File: src/rtl/pq_pkg.sv
package pq_pkg;
  parameter int unsigned QW = 32;

  typedef struct packed {
    logic          eop;
    logic [QW-1:0] data;
  } entry_t;
endpackage

File: src/rtl/pq_fifo.sv
module pq_fifo
  import pq_pkg::*;
#(
  parameter  int unsigned DEPTH = 4,
  localparam int unsigned PW    = (DEPTH > 1) ? $clog2(DEPTH) : 1,
  localparam int unsigned CW    = $clog2(DEPTH + 1)
) (
  input  logic   clk,
  input  logic   rst_n,
  input  logic   push_i,
  input  logic   pop_i,
  input  entry_t din_i,
  output entry_t head_o,
  output logic   empty_o,
  output logic   full_o,
  output logic   push_acc_o,
  output logic   pop_acc_o,
  output logic   busy_o
);

  entry_t        mem [DEPTH];
  logic [PW-1:0] wr_q, wr_d, rd_q, rd_d;
  logic [CW-1:0] lvl_q, lvl_d;
  logic          busy_q, busy_d;

  function automatic logic [PW-1:0] step_ptr(input logic [PW-1:0] p);
    return (p == PW'(DEPTH - 1)) ? '0 : p + 1'b1;
  endfunction

  assign empty_o    = (lvl_q == '0);
  assign full_o     = (lvl_q == CW'(DEPTH));
  assign pop_acc_o  = pop_i && !empty_o;
  assign push_acc_o = push_i && (!full_o || pop_acc_o);
  assign head_o     = mem[rd_q];
  assign busy_o     = busy_q;

  always_comb begin
    wr_d   = wr_q;
    rd_d   = rd_q;
    lvl_d  = lvl_q;
    busy_d = push_acc_o || pop_acc_o;
    if (push_acc_o) wr_d = step_ptr(wr_q);
    if (pop_acc_o)  rd_d = step_ptr(rd_q);
    case ({push_acc_o, pop_acc_o})
      2'b10:   lvl_d = lvl_q + 1'b1;
      2'b01:   lvl_d = lvl_q - 1'b1;
      default: lvl_d = lvl_q;
    endcase
  end

  always_ff @(posedge clk or negedge rst_n) begin
    if (!rst_n) begin
      wr_q   <= '0;
      rd_q   <= '0;
      lvl_q  <= '0;
      busy_q <= 1'b0;
    end else begin
      wr_q   <= wr_d;
      rd_q   <= rd_d;
      lvl_q  <= lvl_d;
      busy_q <= busy_d;
    end
  end

  always_ff @(posedge clk) begin
    if (push_acc_o) mem[wr_q] <= din_i;
  end


  level_bound_chk: assert property (@(posedge clk) disable iff (!rst_n)
    lvl_q <= CW'(DEPTH));


  dual_op_level_chk: assert property (@(posedge clk) disable iff (!rst_n)
    (push_acc_o && pop_acc_o) |=> $stable(lvl_q));

endmodule

File: src/rtl/pq_pkt_count.sv
module pq_pkt_count #(
  parameter int unsigned CW = 3
) (
  input  logic clk,
  input  logic rst_n,
  input  logic inc_i,
  input  logic dec_i,
  output logic ready_o
);

  logic [CW-1:0] cnt_q, cnt_d;

  always_comb begin
    case ({inc_i, dec_i})
      2'b10:   cnt_d = cnt_q + 1'b1;
      2'b01:   cnt_d = cnt_q - 1'b1;
      default: cnt_d = cnt_q;
    endcase
  end

  always_ff @(posedge clk or negedge rst_n) begin
    if (!rst_n) cnt_q <= '0;
    else        cnt_q <= cnt_d;
  end

  assign ready_o = (cnt_q != '0);


  tag_pop_needs_pkt_chk: assert property (@(posedge clk) disable iff (!rst_n)
    dec_i |-> (cnt_q != '0));

endmodule

File: src/rtl/pq_host_port.sv
module pq_host_port
  import pq_pkg::*;
#(
  parameter  int unsigned NUM_RX = 2,
  parameter  int unsigned DEPTH  = 4,
  localparam int unsigned AW     = $clog2(NUM_RX + 2),
  localparam int unsigned CW     = $clog2(DEPTH + 1)
) (
  input  logic                      clk,
  input  logic                      rst_n,
  input  logic                      host_sel,
  input  logic                      host_wr,
  input  logic [AW-1:0]             host_addr,
  input  logic [QW-1:0]             host_wdata,
  output logic [QW-1:0]             host_shadow,
  output logic                      host_shadow_eop,
  output logic [NUM_RX-1:0]         host_rx_avail,
  output logic                      host_tx_space,
  output logic [NUM_RX-1:0]         host_rx_err,
  output logic                      host_tx_err,
  input  logic [NUM_RX-1:0]         lnk_rx_push,
  input  logic [NUM_RX-1:0][QW-1:0] lnk_rx_data,
  input  logic [NUM_RX-1:0]         lnk_rx_eop,
  output logic [NUM_RX-1:0]         lnk_rx_ready,
  input  logic                      tx_pop,
  output logic                      tx_valid,
  output logic [QW-1:0]             tx_data,
  output logic                      tx_eop,
  output logic                      tx_pkt_ready
);

  // reset: asynchronous assert, synchronous release
  logic [1:0] rst_sync_q;
  logic       rst_i;

  always_ff @(posedge clk or negedge rst_n) begin
    if (!rst_n) rst_sync_q <= 2'b00;
    else        rst_sync_q <= {rst_sync_q[0], 1'b1};
  end
  assign rst_i = rst_sync_q[1];

  // address decode
  logic [NUM_RX-1:0] rd_rx;
  logic              tx_wr, tx_last;

  assign tx_wr   = host_sel && host_wr &&
                   ((host_addr == AW'(NUM_RX)) || (host_addr == AW'(NUM_RX + 1)));
  assign tx_last = (host_addr == AW'(NUM_RX + 1));

  // receive queues
  entry_t            rx_head [NUM_RX];
  logic [NUM_RX-1:0] rx_empty, rx_full, rx_push_acc, rx_pop_acc, rx_busy;

  for (genvar i = 0; i < NUM_RX; i++) begin : g_rx
    entry_t lnk_entry;
    assign rd_rx[i]   = host_sel && !host_wr && (host_addr == AW'(i));
    assign lnk_entry  = '{eop: lnk_rx_eop[i], data: lnk_rx_data[i]};

    pq_fifo #(.DEPTH(DEPTH)) u_rx_fifo (
      .clk        (clk),
      .rst_n      (rst_i),
      .push_i     (lnk_rx_push[i]),
      .pop_i      (rd_rx[i]),
      .din_i      (lnk_entry),
      .head_o     (rx_head[i]),
      .empty_o    (rx_empty[i]),
      .full_o     (rx_full[i]),
      .push_acc_o (rx_push_acc[i]),
      .pop_acc_o  (rx_pop_acc[i]),
      .busy_o     (rx_busy[i])
    );

    assign host_rx_avail[i] = !rx_empty[i] && !rx_busy[i];
    assign lnk_rx_ready[i]  = !rx_full[i];


    rx_flag_after_op_chk: assert property (@(posedge clk) disable iff (!rst_i)
      (rx_push_acc[i] || rx_pop_acc[i]) |=> !host_rx_avail[i]);


    empty_read_keeps_shadow_chk: assert property (@(posedge clk) disable iff (!rst_i)
      (rd_rx[i] && rx_empty[i]) |=> (host_rx_err[i] && $stable(host_shadow)));


    rx_err_sticky_chk: assert property (@(posedge clk) disable iff (!rst_i)
      host_rx_err[i] |=> host_rx_err[i]);
  end

  // read shadow
  entry_t shadow_q, shadow_d;
  logic   shadow_en;

  assign shadow_en = |rx_pop_acc;

  always_comb begin
    shadow_d = shadow_q;
    for (int i = 0; i < NUM_RX; i++) begin
      if (rx_pop_acc[i]) shadow_d = rx_head[i];
    end
  end

  always_ff @(posedge clk or negedge rst_i) begin
    if (!rst_i)         shadow_q <= '0;
    else if (shadow_en) shadow_q <= shadow_d;
  end

  assign host_shadow     = shadow_q.data;
  assign host_shadow_eop = shadow_q.eop;

  // transmit queue
  entry_t tx_entry, tx_head;
  logic   tx_empty, tx_full, tx_push_acc, tx_pop_acc, tx_busy;

  assign tx_entry = '{eop: tx_last, data: host_wdata};

  pq_fifo #(.DEPTH(DEPTH)) u_tx_fifo (
    .clk        (clk),
    .rst_n      (rst_i),
    .push_i     (tx_wr),
    .pop_i      (tx_pop),
    .din_i      (tx_entry),
    .head_o     (tx_head),
    .empty_o    (tx_empty),
    .full_o     (tx_full),
    .push_acc_o (tx_push_acc),
    .pop_acc_o  (tx_pop_acc),
    .busy_o     (tx_busy)
  );

  pq_pkt_count #(.CW(CW)) u_pkt_count (
    .clk     (clk),
    .rst_n   (rst_i),
    .inc_i   (tx_push_acc && tx_last),
    .dec_i   (tx_pop_acc && tx_head.eop),
    .ready_o (tx_pkt_ready)
  );

  assign tx_valid      = !tx_empty;
  assign tx_data       = tx_head.data;
  assign tx_eop        = tx_head.eop;
  assign host_tx_space = !tx_full && !tx_busy;

  // sticky errors
  logic [NUM_RX-1:0] rx_err_q, rx_err_d;
  logic              tx_err_q, tx_err_d;

  always_comb begin
    rx_err_d = rx_err_q | (rd_rx & rx_empty);
    tx_err_d = tx_err_q | (tx_wr && !tx_push_acc);
  end

  always_ff @(posedge clk or negedge rst_i) begin
    if (!rst_i) begin
      rx_err_q <= '0;
      tx_err_q <= 1'b0;
    end else begin
      rx_err_q <= rx_err_d;
      tx_err_q <= tx_err_d;
    end
  end

  assign host_rx_err = rx_err_q;
  assign host_tx_err = tx_err_q;


  write_keeps_shadow_chk: assert property (@(posedge clk) disable iff (!rst_i)
    (host_sel && host_wr) |=> $stable(host_shadow));


  tx_flag_after_op_chk: assert property (@(posedge clk) disable iff (!rst_i)
    (tx_push_acc || tx_pop_acc) |=> !host_tx_space);


  full_write_ignored_chk: assert property (@(posedge clk) disable iff (!rst_i)
    (tx_wr && tx_full && !tx_pop) |=> (host_tx_err && tx_full));


  tx_valid_after_push_chk: assert property (@(posedge clk) disable iff (!rst_i)
    tx_push_acc |=> tx_valid);

endmodule

File: config.mk
export PLATFORM = sky130hd
export DESIGN_NAME = pq_host_port
export DESIGN_NICKNAME = d
export VERILOG_FILES = /design/src/rtl/pq_pkg.sv /design/src/rtl/pq_fifo.sv /design/src/rtl/pq_pkt_count.sv /design/src/rtl/pq_host_port.sv
export SDC_FILE = /design/constraint.sdc
export NUM_CORES = 1
export LEC_CHECK = 0
export ABC_AREA = 0
export CAP_MARGIN = 20
export CORE_MARGIN = 10
export CORE_UTILIZATION = 59
export CTS_BUF_LIST = sky130_fd_sc_hd__clkbuf_4
export DETAILED_ROUTE_END_ITERATION = 8
export PLACE_DENSITY = 0.82
export SYNTH_ARGS = -nofsm -noshare
export SYNTH_HDL_FRONTEND = slang
export SYNTH_SLANG_ARGS = --single-unit
File: constraint.sdc
create_clock -name clk -period 2.51 [get_ports clk]
set_input_delay 0.251 -clock clk [delete_from_list [all_inputs] [get_ports clk]]
set_output_delay 0.251 -clock clk [all_outputs]
set_load 0.1 [all_outputs]
=== Word level (Yosys, flattened, before mapping) ===
Memories as Yosys holds them, arrays and structs flattened.
Index checks and enable logic that the tools add are counted.

* Bits in registers: 65
* Latch bits: 0
* RAM bits: 396
* Bits in read-only memories: 0
* Input bits: 107
* Output and inout bits: 76
* Logic and storage cells: 123
* Memories kept: 3

* Add/subtract/negate cells: 14
* Multiply operators: 0
* Divide/modulo/power cells: 0
* Order comparisons: 0
* Eq/ne operators: 20
* Shifts and indexed selects: 0
* Multiplexer cells: 18
* Bitwise gates (word level): 3
* Reduce and logical (&&, ||, !) cells: 47

{| class="wikitable"
|+ Memory list
! name !! depth !! bits a word !! read ports !! clocked after Yosys merged registers in !! wr ports !! RTL line !! text
|-
| g_rx[0].u_rx_fifo.mem || 4 || 33 || 1 || 0 || 1 || pq_fifo.sv:21 || <nowiki>entry_t mem [DEPTH];</nowiki>
|-
| g_rx[1].u_rx_fifo.mem || 4 || 33 || 1 || 0 || 1 || pq_fifo.sv:21 ||
|-
| u_tx_fifo.mem || 4 || 33 || 1 || 0 || 1 || pq_fifo.sv:21 ||
|}

{| class="wikitable"
|+ Operator list
! cell !! number
|-
| $mux W33 || 2
|-
| $eq A2 B2 Y1 const B || 12
|-
| $pmux W3 S2 || 4
|-
| $logic_and A1 B1 Y1 || 17
|-
| $add A2 B1 Y2 const B || 6
|-
| $add A3 B1 Y3 const B || 4
|-
| $mux W2 || 6
|-
| $sub A3 B1 Y3 const B || 4
|-
| $logic_not A1 Y1 || 11
|-
| $eq A2 B1 Y1 const B || 5
|-
| $reduce_bool A2 Y1 || 5
|-
| $eq A3 B3 Y1 const B || 3
|-
| $logic_not A3 Y1 || 3
|-
| $logic_or A1 B1 Y1 || 7
|-
| $mux W1 || 6
|-
| $reduce_bool A3 Y1 || 1
|-
| $and A2 B2 Y2 || 1
|-
| $logic_not A2 Y1 || 1
|-
| $or A2 B2 Y2 || 1
|-
| $reduce_and A2 Y1 || 1
|-
| $reduce_or A2 Y1 || 1
|-
| $or A1 B1 Y1 || 1
|}

=== Logic depth before layout (Yosys ltp) ===
Gate-level depths: netlist of run 1.

* Depth after elaboration: 8
* Gate-level depth with buffers: 11

=== Cells and area by module ===
A second synthesis of run 1 with hierarchy kept.

* Cell total of the unflattened synthesis: 849
* Area total of the unflattened synthesis: 17822.1 µm²

{| class="wikitable"
|+ Modules (own cells, without submodules)
! module !! instances !! cells each !! area an instance (µm²)
|-
| pq_fifo || 3 || 224 || 5293.8
|-
| pq_host_port || 1 || 165 || 1781.7
|-
| pq_pkt_count || 1 || 12 || 158.9
|}

=== Worst setup path after synthesis of run 1 ===
No wires, ideal clock.

* Path kind: reg-to-reg
* From: reg g_rx[1].u_rx_fifo.lvl_q[0]
* To: reg g_rx[1].u_rx_fifo.lvl_q[2]
* Setup time: 0.079 ns
* Data arrival time: 2.890 ns
* Slack: -0.459 ns
* Stages on the path, launching flop included: 11
* Cells stage by stage: dfrtp_1 > inv_1 > nand3_1 > o21a_1 > inv_1 > ha_1 > inv_1 > fa_1 > xor2_1 > nor2_1 > xor2_1

{| class="wikitable"
|+ RTL lines
! element !! RTL line !! text
|-
| start, declared || pq_fifo.sv:23 || <nowiki>logic [CW-1:0] lvl_q, lvl_d;</nowiki>
|-
| start signal, assigned || pq_fifo.sv:60 || <nowiki>lvl_q <= lvl_d;</nowiki>
|-
| $eq A3 B3 Y1 * || pq_fifo.sv:31 || <nowiki>assign full_o = (lvl_q == CW'(DEPTH));</nowiki>
|-
| $logic_not A1 Y1 * || -- ||
|-
| net lnk_rx_ready[1] || pq_host_port.sv:24 || <nowiki>output logic [NUM_RX-1:0] lnk_rx_ready,</nowiki>
|-
| $logic_or A1 B1 Y1 * || pq_fifo.sv:33 || <nowiki>assign push_acc_o = push_i && (!full_o || pop_acc_o);</nowiki>
|-
| $logic_and A1 B1 Y1 * || pq_fifo.sv:33 ||
|-
| $eq A2 B1 Y1 / $eq A2 B2 Y1 (equally long branches) || pq_fifo.sv:44 || <nowiki>case ({push_acc_o, pop_acc_o})</nowiki>
|-
| $pmux W3 S2 / $reduce_bool A2 Y1 (equally long branches) || -- ||
|}

Mark *: on every way through the listed nets, which the timed path passes. The rest lies on a longest branch.
A chain may end at the register's enable or synchronous reset.

=== Worst setup path after layout of run 1 ===
* From: reg u_tx_fifo.rd_q[0]
* To: reg u_pkt_count.cnt_q[2]

* Cells in the longest elaborated chain, start to end: 4

{| class="wikitable"
|+ Ends and longest elaborated chain
! element !! RTL line !! text
|-
| start, declared || pq_fifo.sv:22 || <nowiki>logic [PW-1:0] wr_q, wr_d, rd_q, rd_d;</nowiki>
|-
| start signal, assigned || pq_fifo.sv:59 || <nowiki>rd_q <= rd_d;</nowiki>
|-
| $mem_v2 Z4 W33 * || -- ||
|-
| $logic_and A1 B1 Y1 * || pq_host_port.sv:134 || <nowiki>.dec_i (tx_pop_acc && tx_head.eop),</nowiki>
|-
| $eq A2 B1 Y1 / $eq A2 B2 Y1 (equally long branches) || pq_pkt_count.sv:14 || <nowiki>case ({inc_i, dec_i})</nowiki>
|-
| $pmux W3 S2 / $reduce_bool A2 Y1 (equally long branches) || -- ||
|-
| end signal, assigned || pq_pkt_count.sv:23 || <nowiki>else cnt_q <= cnt_d;</nowiki>
|-
| end, declared || pq_pkt_count.sv:11 || <nowiki>logic [CW-1:0] cnt_q, cnt_d;</nowiki>
|}

Mark *: on every way between the ends. The rest lies on a longest branch, timed or not.

==> flow_metrics.env, run 1 <==
export IMPL_antenna_left=0
export IMPL_gp_congestion=0.7297
export IMPL_synth_cells=836
export IMPL_start_util_pct=59.60
export IMPL_htreeDepth=3
export IMPL_nFillCells=1685
export IMPL_synth_distinct_cells=40
export IMPL_finalPower_w=0.02900
export IMPL_yosys_warnings=0
export IMPL_drv_cap=0
export IMPL_yosysSeqAreaShare_pct=76.73
export IMPL_slew_viol_final=0
export IMPL_skew_ns=0.06935
export IMPL_rsz0062_at_grt="false"
export IMPL_post_route_util_pct=74.76
export IMPL_wirelength_um=37770
export IMPL_grtUsageTotal_pct=20.39
export IMPL_endpoint="u_pkt_count.cnt_q[2]"
export IMPL_grt_util_met2_pct=34.44
export IMPL_antenna_found_initial=1
export IMPL_status="finished clean"
export IMPL_async_reset_ff_share_pct=14.10
export IMPL_pwr_share_comb_pct=40.7
export IMPL_grt_max_degree=64
export IMPL_regArea_um2=13530
export IMPL_crit_buf_inv=2
export IMPL_r2r_start="u_tx_fifo.rd_q[0]"
export IMPL_crit_family="multiplexers"
export IMPL_rr_endpoint="u_pkt_count.cnt_q[2]"
export IMPL_dieArea_um2=37170
export IMPL_ys_ff_latch=461
export IMPL_cts_tree="built"
export IMPL_clkTransAtPathRegs_ns=0.07
export IMPL_relSlewSlack_pct=36.30
export IMPL_grt_pass1_vias=9970
export IMPL_busiest_layer="met2"
export IMPL_finalInstanceArea_um2=22100
export IMPL_fin_tns_setup_ns=0
export IMPL_avgRoutedWirePerCell_um=23.17
export IMPL_clk_latency_ns=0.73
export IMPL_cp_depth=9
export IMPL_critPathRequiredTime_ns=3.16
export IMPL_synth_edf_count=396
export IMPL_synth_top_cell_by_area="edfxtp_1"
export IMPL_p_per_area_nw_per_um2=1312
export IMPL_p_leak_nw=7.897
export IMPL_via_per_inst=5.637
export IMPL_cpPeakStageDelay_ns=0.56
export IMPL_cp_arrival_ns=3.04
export IMPL_dr_pass1_iters=8
export IMPL_swShare_pct=38.82
export IMPL_syn_avg_cell_area_um2=21.07
export IMPL_setup_viol=0
export IMPL_netlist_top_cells_area="edfxtp_1 (68%), mux4_2 (13%), dfrtp_1 (9.2%), ha_1 (1.5%), nor2_1 (0.72%)"
export IMPL_clock_root_buffer="clkbuf_4"
export IMPL_crit_path_start="u_tx_fifo.rd_q[0]"
export IMPL_power_clock_fraction_pct=22.1
export IMPL_placed_cell_area_um2=20370
export IMPL_critPathLaunchType="flop"
export IMPL_clockBufferDepth=3
export IMPL_grt_pass1_wl_um=57260
export IMPL_core_area_um2=29560
export IMPL_die_width_um=192.8
export IMPL_final_hold_viol_count=0
export IMPL_post_route_min_period_ns=2.399
export IMPL_crit_path_cell_trace="buf_12 > buf_4 > mux4_2 > nor2b_1 > ha_2 > fa_2 > xnor2_1 > nor2_1 > xor2_1"
export IMPL_reg2regPathDepth=9
export IMPL_netlist_top_cells_count="edfxtp_1 (396), mux4_2 (99), dfrtp_1 (65), nor2_1 (34), a21oi_1 (23)"
export IMPL_synth_fp_nets=968
export IMPL_drive_gt1_share_pct=36.35
export IMPL_vias=9188
export IMPL_synthFlopType="edfxtp_1"
export IMPL_die_h_um=192.8
export IMPL_gr_total_overflow=0
export IMPL_rows=63
export IMPL_switchingPower_w=0.01126
export IMPL_vdd_drop_max_mv=0.9826
export IMPL_crit_fanout=5
export IMPL_worstMarginPinSlew_ns=0.9554
export IMPL_crit_path_top_delay_cell="mux4_2"
export IMPL_path_class="flop to flop"
export IMPL_drcViolationCount=0
export IMPL_multi_input_area_um2=3782
export IMPL_use_met3_pct=5.150
export IMPL_hold_path_class="input pin to flop"
export IMPL_regToRegSetupSlack_ns=0.11
export IMPL_final_nets=1271
export IMPL_io_pins=183
export IMPL_crit_path_end_kind="flop"
export IMPL_cts_buffers=112
export IMPL_syn_to_final_growth_pct=25.45
export IMPL_fin_crit_sh_pct=95.58
export IMPL_grtUsageMet1_pct=25.71
export IMPL_p_int_w=0.01774
export IMPL_power_frac_seq_pct=37.2
export IMPL_dp_hpwl_um=23660
export IMPL_fmax_ghz=0.4169
export IMPL_drt_iter0_drc=727
export IMPL_yosysMostFrequentCell="edfxtp_1"
export IMPL_syn_area_um2=17620
export IMPL_numPortBuffers=182
export IMPL_clock_sinks=461
export IMPL_synth_top_area_share_pct=67.50
==> worst min-delay path by stage <==
stage                                   end            start  cells past startpoint
2_1_floorplan                 rst_sync_q[0]            rst_n                      0
4_1_cts         g_rx[0].u_rx_fifo.mem[3][0]   lnk_rx_data[0]                      1
6_report       g_rx[0].u_rx_fifo.mem[3][23]  lnk_rx_data[23]                      1
3_3_place_gp                  rst_sync_q[1]    rst_sync_q[0]                      0
3_5_place_dp                  rst_sync_q[1]    rst_sync_q[0]                      0
5_1_grt        g_rx[0].u_rx_fifo.mem[3][27]  lnk_rx_data[27]                      1
==> placed cells by master, fill, tap and decap left out, drive strengths merged, types with 2 or more instances in the layout <==
cell type,Yosys,final
edfxtp,396,396
clkbuf,9,180
buf,29,118
clkdlybuf4s50,0,106
mux4,99,99
dfrtp,65,65
nor2,35,35
clkinv,0,31
a21oi,23,23
inv,22,23
nand2,22,22
ha,21,21
nor3,20,20
o22ai,15,15
and2,14,14
a21o,13,13
a22o,7,7
mux2,6,6
xnor2,6,6
xor2,5,5
or3,4,4
o21ai,4,4
fa,4,4
bufinv,0,3
nand3,3,3
diode,0,2
nor2b,2,2
o21a,2,2
nor4b,2,2
==> cells by family after synthesis <==
family | Yosys count | synth area share, %
flip-flops | 461 | 76.73
multiplexers | 106 | 13.10
AND/OR/NAND/NOR | 106 | 3.217
AO/OA/AOI/OAI | 66 | 2.393
buffers and inverters | 60 | 2.045
adder cells (fa/ha/maj) | 25 | 1.946
XOR/XNOR | 11 | 0.5469
other | 1 | 0.02129
==> registers in the layout (all words and copies together), names as in the netlist <==
name	cells
host_shadow_eop	1
rst_sync_q	2
g_rx.u_rx_fifo.wr_q	4
host_rx_err	2
g_rx.u_rx_fifo.rd_q	4
u_tx_fifo.busy_o	1
u_pkt_count.cnt_q	3
g_rx.u_rx_fifo.lvl_q	6
u_tx_fifo.wr_q	2
u_tx_fifo.lvl_q	3
u_tx_fifo.mem	132
host_shadow	32
u_tx_fifo.rd_q	2
g_rx.u_rx_fifo.mem	264
host_tx_err	1
g_rx.u_rx_fifo.busy_o	2
==> routing by layer <==
layer	up-vias	part of all wire, %
met4	0	1.4
met1	4681	39
met2	394	52
met5	-	0
li1	4067	-
met3	46	8.1
==> power by group through the flow <==
stage          Clock [W]  Sequential, W  Combinational (W)
2_1_floorplan          0         0.0126            0.00646
3_3_place_gp           0         0.0109             0.0115
3_5_place_dp           0         0.0109             0.0116
4_1_cts          0.00658         0.0108             0.0117
5_1_grt          0.00698         0.0109             0.0123
6_report         0.00640         0.0108             0.0118
==> stage by stage <==
| step | instances | hold WS, ns | setup WS [ns] |
|---|---|---|---|
| floorplan | 836 | -0.04459 | 0.02941 |
| global placement | 1406 | 0.3384 | 0.06602 |
| detailed placement | 1406 | 0.3449 | -0.007822 |
| CTS | 1622 | 0.08193 | -0.01520 |
| global route | 1630 | 0.07572 | 0.002992 |
| finish | 1630 | 0.1477 | 0.1111 |
==> cell type report <==
type | instances | share of cell area, %
Inverter | 22 | 0.3737
Tap cell | 390 | 2.208
Clock inverter | 35 | 1.042
Timing Repair Buffer | 227 | 11.98
Clock buffer | 178 | 6.047
Antenna cell | 2 | 0.02265
Sequential cell | 461 | 61.21
Multi-Input combinational cell | 315 | 17.11
==> worst register-to-register path, delay by kind of cell (launching register included) <==
| family | cells | cell delay [ns] |
|---|---|---|
| mux | 1 | 0.56 |
| fa+ha+maj | 2 | 0.54 |
| flops | 1 | 0.39 |
| simple gates | 2 | 0.30 |
| xor+xnor | 2 | 0.28 |
| buf+inv | 2 | 0.25 |
==> what timing repair did <==
item                                    in CTS  in global routing
hold buffers                                 1                  0
setup buffers                                1                  3
hold endpoints to repair                     2                  0
cloned                                       1                  3
resized for setup                            4                  1
endpoints found under the setup margin      32                 23
(Power assumes the default switching activity.)
==> run 2, diff against run 1 <==
--- a/config.mk
+++ b/config.mk
@@ -7,11 +7,13 @@
 export LEC_CHECK = 0
 export ABC_AREA = 0
 export CAP_MARGIN = 20
+export CELL_PAD_IN_SITES_DETAIL_PLACEMENT = 1
+export CELL_PAD_IN_SITES_GLOBAL_PLACEMENT = 2
 export CORE_MARGIN = 10
-export CORE_UTILIZATION = 59
+export CORE_UTILIZATION = 45
 export CTS_BUF_LIST = sky130_fd_sc_hd__clkbuf_4
 export DETAILED_ROUTE_END_ITERATION = 8
-export PLACE_DENSITY = 0.82
+export PLACE_DENSITY_LB_ADDON = 0.1
 export SYNTH_ARGS = -nofsm -noshare
 export SYNTH_HDL_FRONTEND = slang
 export SYNTH_SLANG_ARGS = --single-unit
==> flow_metrics.env, run 2 (synthesis results as in run 1) <==
export IMPL_status="finished clean"
export IMPL_gp_congestion=0.7188
export IMPL_io_pins=183
export IMPL_p_leak_nw=8.063
export IMPL_mostFrequentLayoutCell="edfxtp_1"
export IMPL_critPathRequiredTime_ns=2.26
export IMPL_vdd_drop_max_mv=0.8015
export IMPL_die_width_um=217.9
export IMPL_antenna_left=0
export IMPL_dr_pass1_iters=6
export IMPL_crit_buf_inv=3
export IMPL_grtUsageTotal_pct=18.03
export IMPL_worstMarginPinSlew_ns=0.7150
export IMPL_rsz0062_at_grt="true"
export IMPL_final_hold_viol_count=0
export IMPL_crit_family="multiplexers"
export IMPL_grt_pass1_wl_um=64400
export IMPL_cts_buffers=117
export IMPL_post_route_util_pct=58.64
export IMPL_skew_ns=0.03957
export IMPL_crit_path_cell_trace="buf_6 > clkbuf_16 > mux4_2 > buf_12"
export IMPL_gr_total_overflow=0
export IMPL_core_area_um2=38650
export IMPL_via_per_inst=5.165
export IMPL_fin_cells=1798
export IMPL_crit_path_end_kind="output port"
export IMPL_slew_viol_final=0
export IMPL_grt_max_degree=48
export IMPL_largest_reg_flops=264
export IMPL_fin_crit_sh_pct=99.47
export IMPL_grt_pass1_vias=10570
export IMPL_hold_path_class="input pin to flop"
export IMPL_relSlewSlack_pct=52.33
export IMPL_dp_hpwl_um=26850
export IMPL_rows=72
export IMPL_clkTransAtPathRegs_ns=0.07
export IMPL_final_nets=1313
export IMPL_die_h_um=217.9
export IMPL_start_util_pct=45.58
export IMPL_drcViolationCount=0
export IMPL_p_per_area_nw_per_um2=1291
export IMPL_dieArea_um2=47460
export IMPL_avgRoutedWirePerCell_um=23.57
export IMPL_clock_root_buffer="clkbuf_4"
export IMPL_numPortBuffers=182
export IMPL_drv_cap=0
export IMPL_regMostFlops="g_rx.u_rx_fifo.mem"
export IMPL_crit_path_top_delay_cell="mux4_2"
export IMPL_nFillCells=3394
export IMPL_clockBufferDepth=3
export IMPL_vias=9286
export IMPL_clock_sinks=461
export IMPL_htreeDepth=3
export IMPL_wirelength_um=42370
export IMPL_antenna_found_initial=3
export IMPL_critPathLaunchType="flop"
export IMPL_regToRegSetupSlack_ns=0.13
export IMPL_drt_iter0_drc=584
export IMPL_cpPeakStageDelay_ns=0.55
export IMPL_finalPower_w=0.02927
export IMPL_path_class="flop to output port"
export IMPL_final_cell_mix="edfxtp_1 (396), clkbuf_4 (173), clkdlybuf4s50_1 (106), mux4_2 (99), buf_4 (70)"
export IMPL_cp_arrival_ns=2.25
export IMPL_dp_cells=1546
export IMPL_drive_gt1_share_pct=36.00
export IMPL_clk_latency_ns=0.82
export IMPL_crit_fanout=4
export IMPL_post_route_min_period_ns=2.497
export IMPL_pre_cts_ws_ns=-0.04304
export IMPL_fin_ws_ns=0.01335
export IMPL_fmax_ghz=0.4005
export IMPL_syn_to_final_growth_pct=28.64
export IMPL_cts_tree="built"
export IMPL_setup_viol=0
run 2: cell count changes in the layout (fill, tap and decap cells not counted):
cell           delta
clkinvlp_4        +1
clkinv_4          +1
dlygate4sd3_1    +24
clkinv_1          +4
buf_12            +8
bufinv_16         -2
inv_2             +1
buf_4             +4
buf_16            +1
clkbuf_4          -5
diode_2           +3
run 2: cell type report:
type | instances | area, um2 | area share (%)
Antenna cell | 5 | 12.51 | 0.05521
Clock buffer | 173 | 1299 | 5.731
Clock inverter | 40 | 205.2 | 0.9054
Inverter | 22 | 82.58 | 0.3644
Multi-Input combinational cell | 315 | 3782 | 16.69
Sequential cell | 461 | 13530 | 59.69
Tap cell | 518 | 648.1 | 2.860
Timing Repair Buffer | 264 | 3105 | 13.70
run 2: metrics by stage:
stage,hold slack [ns],instance area [um2],setup TNS (ns)
2_1_floorplan,-0.04459,17650,0
3_3_place_gp,0.3338,20720,-0.01471
3_5_place_dp,0.3433,20720,-0.06272
4_1_cts,0.0009339,22590,-1.948
5_1_grt,-0.003017,22660,-3.295
6_report,0.09784,22660,0
run 2: path summary, 6_finish.rpt:
kind,from,end,cells past startpoint
setup / recovery,u_tx_fifo.rd_q[0],tx_data[5],4
hold / removal,lnk_rx_data[2],g_rx[0].u_rx_fifo.mem[3][2],1
setup reg to reg,u_tx_fifo.rd_q[0],u_pkt_count.cnt_q[2],9
hold reg to reg,rst_sync_q[0],rst_sync_q[1],0
max in group asynchronous,rst_sync_q[1],host_shadow[29],1
min in group asynchronous,rst_n,rst_sync_q[1],2
run 2: repair_timing:
action	in CTS	in global routing
buffers inserted	4	1
setup endpoints to repair	32	33
resized for setup	7	0
hold buffers	25	0
hold endpoints to repair	87	0
gates cloned	2	2
run 2: metal layers:
metal / up-vias / global-route usage, % / part of all wire [%]
li1: 4145 / - / -
met1: 4861 / 21.19 / 40
met2: 238 / 32.07 / 54
met4: 0 / 5.091 / 1.2
met3: 42 / 4.632 / 4.8
met5: - / 0 / 0
run 2: where the power goes:
part / leakage [nW] / switching [W] / internal (W)
Sequential: 4.37 / 0.000817 / 0.00989
Combinational: 2.80 / 0.00778 / 0.00454
Clock: 0.892 / 0.00298 / 0.00327
Total: 8.06 / 0.0116 / 0.0177
